--- src/rtl/ctt_pkg.sv ---
package ctt_pkg;
    typedef enum logic [1:0] {
        ST_OFF   = 2'd0,
        ST_COUNT = 2'd1,
        ST_WRAP  = 2'd2,
        ST_DONE  = 2'd3
    } ctt_state_e;

    localparam logic [1:0] SEL_INIT = 2'd0;
    localparam logic [1:0] SEL_DIV  = 2'd1;
    localparam logic [1:0] SEL_CTRL = 2'd2;
endpackage

--- src/rtl/ctt_div_decode.sv ---
module ctt_div_decode #(
    parameter int DIV_W     = 4,
    parameter int MAX_SHIFT = 7,
    parameter int SHIFT_W   = $clog2(MAX_SHIFT + 1)
) (
    input  logic [DIV_W-1:0]   code_i,
    output logic [SHIFT_W-1:0] shift_o,
    output logic               valid_o
);
    always_comb begin
        valid_o = (code_i <= DIV_W'(MAX_SHIFT));
        shift_o = valid_o ? SHIFT_W'(code_i) : '0;
    end
endmodule

--- src/rtl/ctt_prescale.sv ---
module ctt_prescale #(
    parameter int MAX_SHIFT = 7,
    parameter int SHIFT_W   = $clog2(MAX_SHIFT + 1)
) (
    input  logic               clk,
    input  logic               rst_n,
    input  logic               restart_i,
    input  logic               valid_i,
    input  logic [SHIFT_W-1:0] shift_i,
    output logic               tick_o
);
    localparam int PRE_W = (MAX_SHIFT < 1) ? 1 : MAX_SHIFT;

    logic [PRE_W-1:0] pre_q;
    logic [PRE_W:0]   span;

    always_comb begin
        span   = ((PRE_W+1)'(1) << shift_i) - (PRE_W+1)'(1);
        tick_o = valid_i && ((pre_q & span[PRE_W-1:0]) == span[PRE_W-1:0]);
    end

    always_ff @(posedge clk or negedge rst_n) begin
        if (!rst_n)                     pre_q <= '0;
        else if (restart_i || !valid_i) pre_q <= '0;
        else                            pre_q <= pre_q + PRE_W'(1);
    end

    // an undecodable divider parks the prescaler
    p_hold_invalid_r3: assert property (@(posedge clk) disable iff (!rst_n)
        !valid_i |=> pre_q == '0);
endmodule

--- src/rtl/ctt_count_fsm.sv ---
module ctt_count_fsm
    import ctt_pkg::*;
#(
    parameter int CNT_W = 32
) (
    input  logic             clk,
    input  logic             rst_n,
    input  logic             load_i,
    input  logic [CNT_W-1:0] load_val_i,
    input  logic             tick_i,
    input  logic             periodic_i,
    input  logic             mask_i,
    output logic [CNT_W-1:0] cur_o,
    output logic             irq_o
);
    ctt_state_e       state_q, state_d;
    logic [CNT_W-1:0] cur_q, cur_d, init_q;
    logic             irq_q, irq_d;

    always_ff @(posedge clk or negedge rst_n) begin
        if (!rst_n) begin
            state_q <= ST_OFF;
            cur_q   <= '0;
            init_q  <= '0;
            irq_q   <= 1'b0;
        end else begin
            state_q <= state_d;
            cur_q   <= cur_d;
            irq_q   <= irq_d;
            if (load_i) init_q <= load_val_i;
        end
    end

    always_comb begin
        state_d = state_q;
        cur_d   = cur_q;
        irq_d   = 1'b0;
        if (load_i) begin
            cur_d   = load_val_i;
            state_d = (load_val_i == '0) ? ST_OFF : ST_COUNT;
        end else begin
            unique case (state_q)
                ST_OFF: ;
                ST_COUNT: begin
                    if (tick_i) begin
                        if (cur_q == CNT_W'(1)) begin
                            cur_d   = '0;
                            irq_d   = !mask_i;
                            state_d = periodic_i ? ST_WRAP : ST_DONE;
                        end else begin
                            cur_d = cur_q - CNT_W'(1);
                        end
                    end
                end
                ST_WRAP: begin
                    if (tick_i) begin
                        if (periodic_i) begin
                            cur_d   = init_q;
                            state_d = ST_COUNT;
                        end else begin
                            state_d = ST_DONE;
                        end
                    end
                end
                ST_DONE: ;
                default: state_d = ST_OFF;
            endcase
        end
    end

    assign cur_o = cur_q;
    assign irq_o = irq_q;

    p_off_hold_r1: assert property (@(posedge clk) disable iff (!rst_n)
        (state_q == ST_OFF && !load_i) |=> (cur_q == '0 && !irq_q));
    p_load_r2: assert property (@(posedge clk) disable iff (!rst_n)
        load_i |=> (cur_q == $past(load_val_i) && !irq_q)); // also R8
    p_irq_zero_r4: assert property (@(posedge clk) disable iff (!rst_n)
        irq_q |-> cur_q == '0);
    p_done_hold_r5: assert property (@(posedge clk) disable iff (!rst_n)
        (state_q == ST_DONE && !load_i) |=> (cur_q == '0 && !irq_q));
    p_wrap_zero_r6: assert property (@(posedge clk) disable iff (!rst_n)
        state_q == ST_WRAP |-> cur_q == '0);
    p_mask_r7: assert property (@(posedge clk) disable iff (!rst_n)
        mask_i |=> !irq_q);
endmodule

--- src/rtl/core_tick_timer.sv ---
module core_tick_timer
    import ctt_pkg::*;
#(
    parameter int CNT_W     = 32,
    parameter int DIV_W     = 4,
    parameter int MAX_SHIFT = 7
) (
    input  logic             clk,
    input  logic             rst_n,
    input  logic             wr_en,
    input  logic [1:0]       wr_sel,
    input  logic [CNT_W-1:0] wr_data,
    output logic [CNT_W-1:0] cur_count,
    output logic             tmr_irq,
    output logic             div_bad
);
    localparam int SHIFT_W = $clog2(MAX_SHIFT + 1);

    logic [DIV_W-1:0]   div_code_q;
    logic               periodic_q, mask_q;
    logic [SHIFT_W-1:0] shift;
    logic               div_ok, tick, load;

    assign load = wr_en && (wr_sel == SEL_INIT);

    always_ff @(posedge clk or negedge rst_n) begin
        if (!rst_n) begin
            div_code_q <= '0;
            periodic_q <= 1'b0;
            mask_q     <= 1'b0;
        end else if (wr_en) begin
            if (wr_sel == SEL_DIV) div_code_q <= wr_data[DIV_W-1:0];
            if (wr_sel == SEL_CTRL) begin
                periodic_q <= wr_data[0];
                mask_q     <= wr_data[1];
            end
        end
    end

    ctt_div_decode #(.DIV_W(DIV_W), .MAX_SHIFT(MAX_SHIFT), .SHIFT_W(SHIFT_W)) u_dec (
        .code_i (div_code_q),
        .shift_o(shift),
        .valid_o(div_ok)
    );

    ctt_prescale #(.MAX_SHIFT(MAX_SHIFT), .SHIFT_W(SHIFT_W)) u_pre (
        .clk      (clk),
        .rst_n    (rst_n),
        .restart_i(load),
        .valid_i  (div_ok),
        .shift_i  (shift),
        .tick_o   (tick)
    );

    ctt_count_fsm #(.CNT_W(CNT_W)) u_fsm (
        .clk       (clk),
        .rst_n     (rst_n),
        .load_i    (load),
        .load_val_i(wr_data),
        .tick_i    (tick),
        .periodic_i(periodic_q),
        .mask_i    (mask_q),
        .cur_o     (cur_count),
        .irq_o     (tmr_irq)
    );

    assign div_bad = !div_ok;

    p_bad_hold_r3: assert property (@(posedge clk) disable iff (!rst_n)
        (div_bad && !load) |=> $stable(cur_count));
endmodule

--- config.mk ---
export PLATFORM = sky130hd
export DESIGN_NAME = core_tick_timer
export DESIGN_NICKNAME = d
export VERILOG_FILES = /design/src/rtl/ctt_pkg.sv /design/src/rtl/ctt_div_decode.sv /design/src/rtl/ctt_prescale.sv /design/src/rtl/ctt_count_fsm.sv /design/src/rtl/core_tick_timer.sv
export SDC_FILE = /design/constraint.sdc
export NUM_CORES = 1
export LEC_CHECK = 0
export BUFFER_PORTS_ARGS = -buffer_cell sky130_fd_sc_hd__buf_2
export CORE_ASPECT_RATIO = 0.8
export CORE_UTILIZATION = 45
export DETAILED_ROUTE_END_ITERATION = 8
export GPL_TIMING_DRIVEN = 1
export PLACE_DENSITY = 0.69
export SLEW_MARGIN = 40
export SYNTH_ARGS = -nofsm -noshare
export SYNTH_HDL_FRONTEND = slang
export SYNTH_SLANG_ARGS = --single-unit
--- constraint.sdc ---
create_clock -name clk -period 2.7 [get_ports clk]
set_clock_uncertainty 0.05 [all_clocks]
set_input_delay 0.405 -clock clk [delete_from_list [all_inputs] [get_ports clk]]
set_output_delay 0.405 -clock clk [all_outputs]
set_load 0.03 [all_outputs]
-- Word-level counts from Yosys, hierarchy flattened
Cells that the tools add are included.
- input bits: 37
- memories kept: 0
- memory bits (writable): 0
- output and inout bits: 34
- flip-flop bits (word level): 80
- word-level logic and storage cells: 56
- latch bits: 0
- memory bits (read-only): 0
- shifts and indexed selects: 1
- divide/modulo/power cells: 0
- add/sub/neg operators: 3
- bitwise operators: 1
- equality and inequality tests: 10
- reduce and logical (&&, ||, !) cells: 12
- multipliers: 0
- muxes and demuxes: 20
- magnitude comparators: 1
- operators by type and width (cell ; count):
    $mux 32 ; 5
    $pmux 32 s2 ; 1
    $eq 32x1->1 const B ; 1
    $logic_not 32->1 ; 1
    $sub 32x1->32 const B ; 1
    $mux 2 ; 5
    $ne 3x3->1 const B ; 3
    $reduce_and 4->1 ; 2
    $add 7x1->7 const B ; 1
    $and 7x7->7 ; 1
    $eq 7x7->1 ; 1
    $mux 7 ; 1
    $shl 1x3->7 const A ; 1
    $sub 7x2->7 const B ; 1
    $mux 1 ; 6
    $eq 2x1->1 const B ; 2
    $eq 2x2->1 const B ; 2
    $le 4x3->1 const B ; 1
    $pmux 2 s2 ; 1
    $reduce_and 2->1 ; 2
    $mux 3 ; 1
    $ne 3x2->1 const B ; 1
    $reduce_bool 3->1 ; 1
    $logic_and 1x1->1 ; 2
    3 further kinds ; 4

-- Longest topological paths before layout
- depth in word-level cells: 10
- gate-level depth with buffers: 10
- depth with buffers taken out: 9

-- Modules after synthesis
A second synthesis with hierarchy kept.
- cell total of the unflattened synthesis: 441
- area, all modules: 4428.0 µm²
- modules (own cells, without submodules) (module ; area each (µm²) ; times used ; cells each):
    ctt_count_fsm ; 3793.6 ; 1 ; 382
    ctt_prescale ; 355.3 ; 1 ; 39
    core_tick_timer ; 256.5 ; 1 ; 16
    ctt_div_decode ; 22.5 ; 1 ; 4

-- Worst setup path after synthesis
No wires, ideal clock.
- kind: reg-to-reg
- start point: register u_fsm.cur_q[6] (netlist: u_fsm.cur_o[6])
- end point: register u_fsm.state_q[0]
- cell stages (with the launch flop): 7
- arrival time: 2.586 ns
- library setup time: 0.123 ns
- path buffers: 1
- setup slack: -0.059 ns
- period minus slack after synthesis: 2.759 ns
- cells stage by stage: dfrtp_1 > or4_4 > or4_4 > o31a_1 > buf_6 > o32a_1 > o221a_1
- word-level cells in the longest chain between the ends: 3
- ends and longest elaborated chain (what ; RTL line ; source):
    from (decl) ; ctt_count_fsm.sv:17 ; logic [CNT_W-1:0] cur_q, cur_d, init_q;
    from (signal assigned) ; ctt_count_fsm.sv:28 ; cur_q <= cur_d;
    $eq 32x1->1 ; ctt_count_fsm.sv:46 ; if (cur_q == CNT_W'(1)) begin
    $ne 3x2->1 (no line) ; n/a ;
    $reduce_and 4->1 (no line) ; n/a ;
    to (signal assigned) ; ctt_count_fsm.sv:27 ; state_q <= state_d;
    to (decl) ; ctt_count_fsm.sv:16 ; ctt_state_e state_q, state_d;
No other way between the ends.
A chain may end at the register's enable or synchronous reset.

-- Final worst setup path
- start point: register u_fsm.cur_q[15] (netlist: u_fsm.cur_o[15])
- end point: register u_fsm.cur_q[18] (netlist: u_fsm.cur_o[18])
- word-level cells in the longest chain between the ends: 5
- elaborated cells between the ends (all ways): 6
- classes of those cells: 1 x add/sub; 1 x eq/ne; 4 x mux
- ends and longest elaborated chain (what ; RTL line ; source):
    $sub 32x1->32 / $eq 32x1->1 (equally long branches) ; ctt_count_fsm.sv:51, ctt_count_fsm.sv:46 ;
    $mux 32 * ; ctt_count_fsm.sv:46 ;
    $mux 32 * ; ctt_count_fsm.sv:45 ; if (tick_i) begin
    $pmux 32 s2 * ; ctt_count_fsm.sv:42 ; unique case (state_q)
    $mux 32 * ; ctt_count_fsm.sv:38 ; if (load_i) begin
Mark *: on every way between the ends. The rest lies on a longest branch, timed or not. The select of a mux whose other input is x is not followed.

==> metrics <==
ratio of cells with drive above 1 in the final layout 27.8%; Synth Instances 495; R2R depth 8; CTS tree done; Worst Path Buf+Inv 2; Slew HR 55.5%; register-to-register setup slack -0.02 ns; # placed instances 697; root buf cell clkbuf_16; static leakage 2.53 nW; routed length per instance 18.6 um; Main synth FF type dfrtp_1; critical path fanouts, max 7; H-Tree Depth 3; Layout Utilization 60.4%; Chip Height 89.7 um; Crit path arrival time 2.90 ns; Starting Density 47.1%; fin crit share 101%; largest net degree at the start of global routing 50; PwrDens 931 mW/mm2; overall routed net length 13400 um; number of synthesized flops with an enable pin 0; Final setup viols 2; via count 4400; die area 0.0100 mm2; Async S/R FF share, synth 100%; RSZ-0062 raised after global routing yes; FILL cells 785; most common cell after layout, fill and taps aside nand2_1; CTS Buf Count 9; Fin. Hold Viols 0; Final Wtd Congestion 0.908; first-pass GRT wire length 21400 um; global route overflow 0; post-synth top area share 46.2%; CTS Buffer Depth 2; Initial DRT Pass Iterations 7; RR Endpoint u_fsm.cur_o[18]; crit-path leading delay family simple AND/OR/NAND/NOR gates; number of port buffers 70; Total Nets Final 640; Synth area leaders dfrtp_1 (46%), nand2_1 (11%), o21ai_0 (3.9%); Die X 112 um; Crit Path Class reg -> reg; VDD IR-drop max 0.581 mV; Startpoint Class flip-flop; initial antenna violation count 0; Synth warnings 0; worst skew pair latency 0.34 ns; vias per cell 6.12; crit path cell chain or4_4, or4_4, o31ai_4, buf_6, buf_12, nor3_1, a221o_1, a22o_1; clk sinks 80; element type at the critical path end flip-flop; Yosys cell types 58; placed cell areas 0.00510 mm2; register bit total from synthesis 80; core area 0.00919 mm2; Reg area 0.00201 mm2; fmax 367 MHz; CP max stage cell or4_4; most frequent cells in the layout nand2_1 (131), dfrtp_1 (76), buf_2 (69), buf_4 (43), o21ai_0 (29); status finished with violations; worst min path class in -> async; failing checks DRC, setup timing; total I/O pin count 71; Syn Std Cell Area 0.00433 mm2; number of max-cap violations 0; largest area contributor in the netlist dfrtp_1; CP dominant cell by count or4_4; Post-DRT Antenna Nets 0; worst r2r src u_fsm.cur_o[15]; Seq/Total Area, Yosys 46.2%; cell area after layout 0.00556 mm2; Post-Layout Cell Count 719; Diodes inserted 0; placement row count 31; Req. time, crit path 2.88 ns; Slew @ Worst Pin 0.667 ns; Synth Area per Inst 8.75 um2; Pins Over Slew Limit 0; 1st-iter DRT viols 374; final worst slack -0.0218 ns; Syn-to-layout area delta 28.3%; vias in the first global route 4184; post-synth net total 536; Fin Hold WS 0.0263 ns; DP Wirelength 9210 um; GRT Total Usage 27.1%; crit path time final 2.72 ns; multi-input logic area 0.00227 mm2; CTS clock-pin slew for the worst setup and hold paths 0.06 ns; DRC viols 2; Critical Path Max Stage Delay 0.57 ns; Tot Pwr 5.17 mW
-- per-stage QoR --
stage | setup WS, ns | setup TNS [ns]
after detailed placement | -0.0983 | -0.184
after global routing | -0.0863 | -0.685
final | -0.0218 | -0.0244
after floorplan | 0.0301 | 0
after CTS | 0.0136 | 0
after global placement | -0.0682 | -0.0682
-- what timing repair did --
item / CTS / global route
setup endpoints to repair: 7 / 25
cloned: 1 / 1
pin swaps: 2 / 17
hold buffers: 0 / 0
resized for setup: 3 / 22
buffers inserted: 1 / 4
hold endpoints to repair: 0 / 0
-- per-layer routing --
metal	GRT usage [%]	routed length [um]
met1	37.4	6090
met2	41.2	6110
met3	6.20	820
met4	10.8	366
met5	0	0
-- how the worst max path moves through the flow --
stage	from	end	cells past startpoint
2_1_floorplan	u_fsm.cur_o[7]	u_fsm.state_q[0]	6
3_3_place_gp	div_code_q[2]	u_fsm.irq_o	8
3_5_place_dp	div_code_q[2]	u_fsm.irq_o	8
4_1_cts	u_fsm.cur_o[7]	u_fsm.cur_o[6]	8
5_1_grt	u_fsm.cur_o[15]	u_fsm.cur_o[18]	8
6_report	u_fsm.cur_o[15]	u_fsm.cur_o[18]	8
-- worst reg2reg max path, cell delays in order (launching register included) --
cell,delay [ns]
dfrtp_1,0.38
or4_4,0.55
or4_4,0.57
o31ai_4,0.28
buf_6,0.15
buf_12,0.12
nor3_1,0.05
a221o_1,0.26
a22o_1,0.20
-- final cells by class --
| class | instances | area share, % |
|---|---|---|
| clock buffers | 11 | 4.55 |
| clock inverters | 5 | 0.991 |
| inverters | 6 | 0.405 |
| multi-input cells | 381 | 40.9 |
| flip-flops and latches | 80 | 36.1 |
| well taps | 115 | 2.59 |
| repair buffers | 121 | 14.4 |
-- report_power, final --
group | leakage [nW] | switching, mW | total, mW | internal, mW
clock network | 0.148 | 0.497 | 1.26 | 0.763
logic | 1.38 | 1.28 | 2.07 | 0.789
registers | 1.01 | 0.322 | 1.84 | 1.52
total | 2.53 | 2.10 | 5.17 | 3.07
-- kinds of logic (layout without fill, tap and decap cells) --
| group | count (synthesis) | count (layout) | share of synthesized area, % |
|---|---|---|---|
| simple gates | 242 | 242 | 26.0 |
| compound gates | 123 | 123 | 20.4 |
| flops | 80 | 80 | 46.2 |
| buf+inv | 34 | 143 | 3.38 |
| xor+xnor | 6 | 6 | 1.21 |
| mux | 6 | 6 | 1.56 |
| fa+ha+maj | 4 | 4 | 1.16 |
-- cell usage after synthesis (3+ instances only) --
library cell / instances
o2bb2ai_1: 11
inv_1: 6
a21oi_1: 11
nor4_1: 18
nor3b_1: 5
nor3_1: 14
a22o_1: 9
xnor2_1: 3
ha_1: 4
a221oi_1: 8
mux2_2: 6
buf_1: 4
o21ai_0: 34
nand4_1: 4
dfrtp_1: 80
nor2_1: 28
a222oi_1: 9
nor2b_1: 3
clkbuf_1: 18
or4_1: 5
o211ai_1: 6
o31ai_1: 4
xor2_1: 3
buf_2: 3
and3_1: 4
and2_1: 3
o21ai_1: 6
or3_1: 4
o31a_1: 3
nand3_1: 8
nand2_1: 132
-- sequential cells by signal (all words and copies together) (netlist names) --
| register | flops |
|---|---|
| u_fsm.cur_o | 32 |
| u_fsm.irq_o | 1 |
| periodic_q | 1 |
| u_fsm.init_q | 32 |
| div_code_q | 4 |
| mask_q | 1 |
| u_pre.pre_q | 7 |
| u_fsm.state_q | 2 |
No activity file was read; power rests on OpenSTA's default activity.
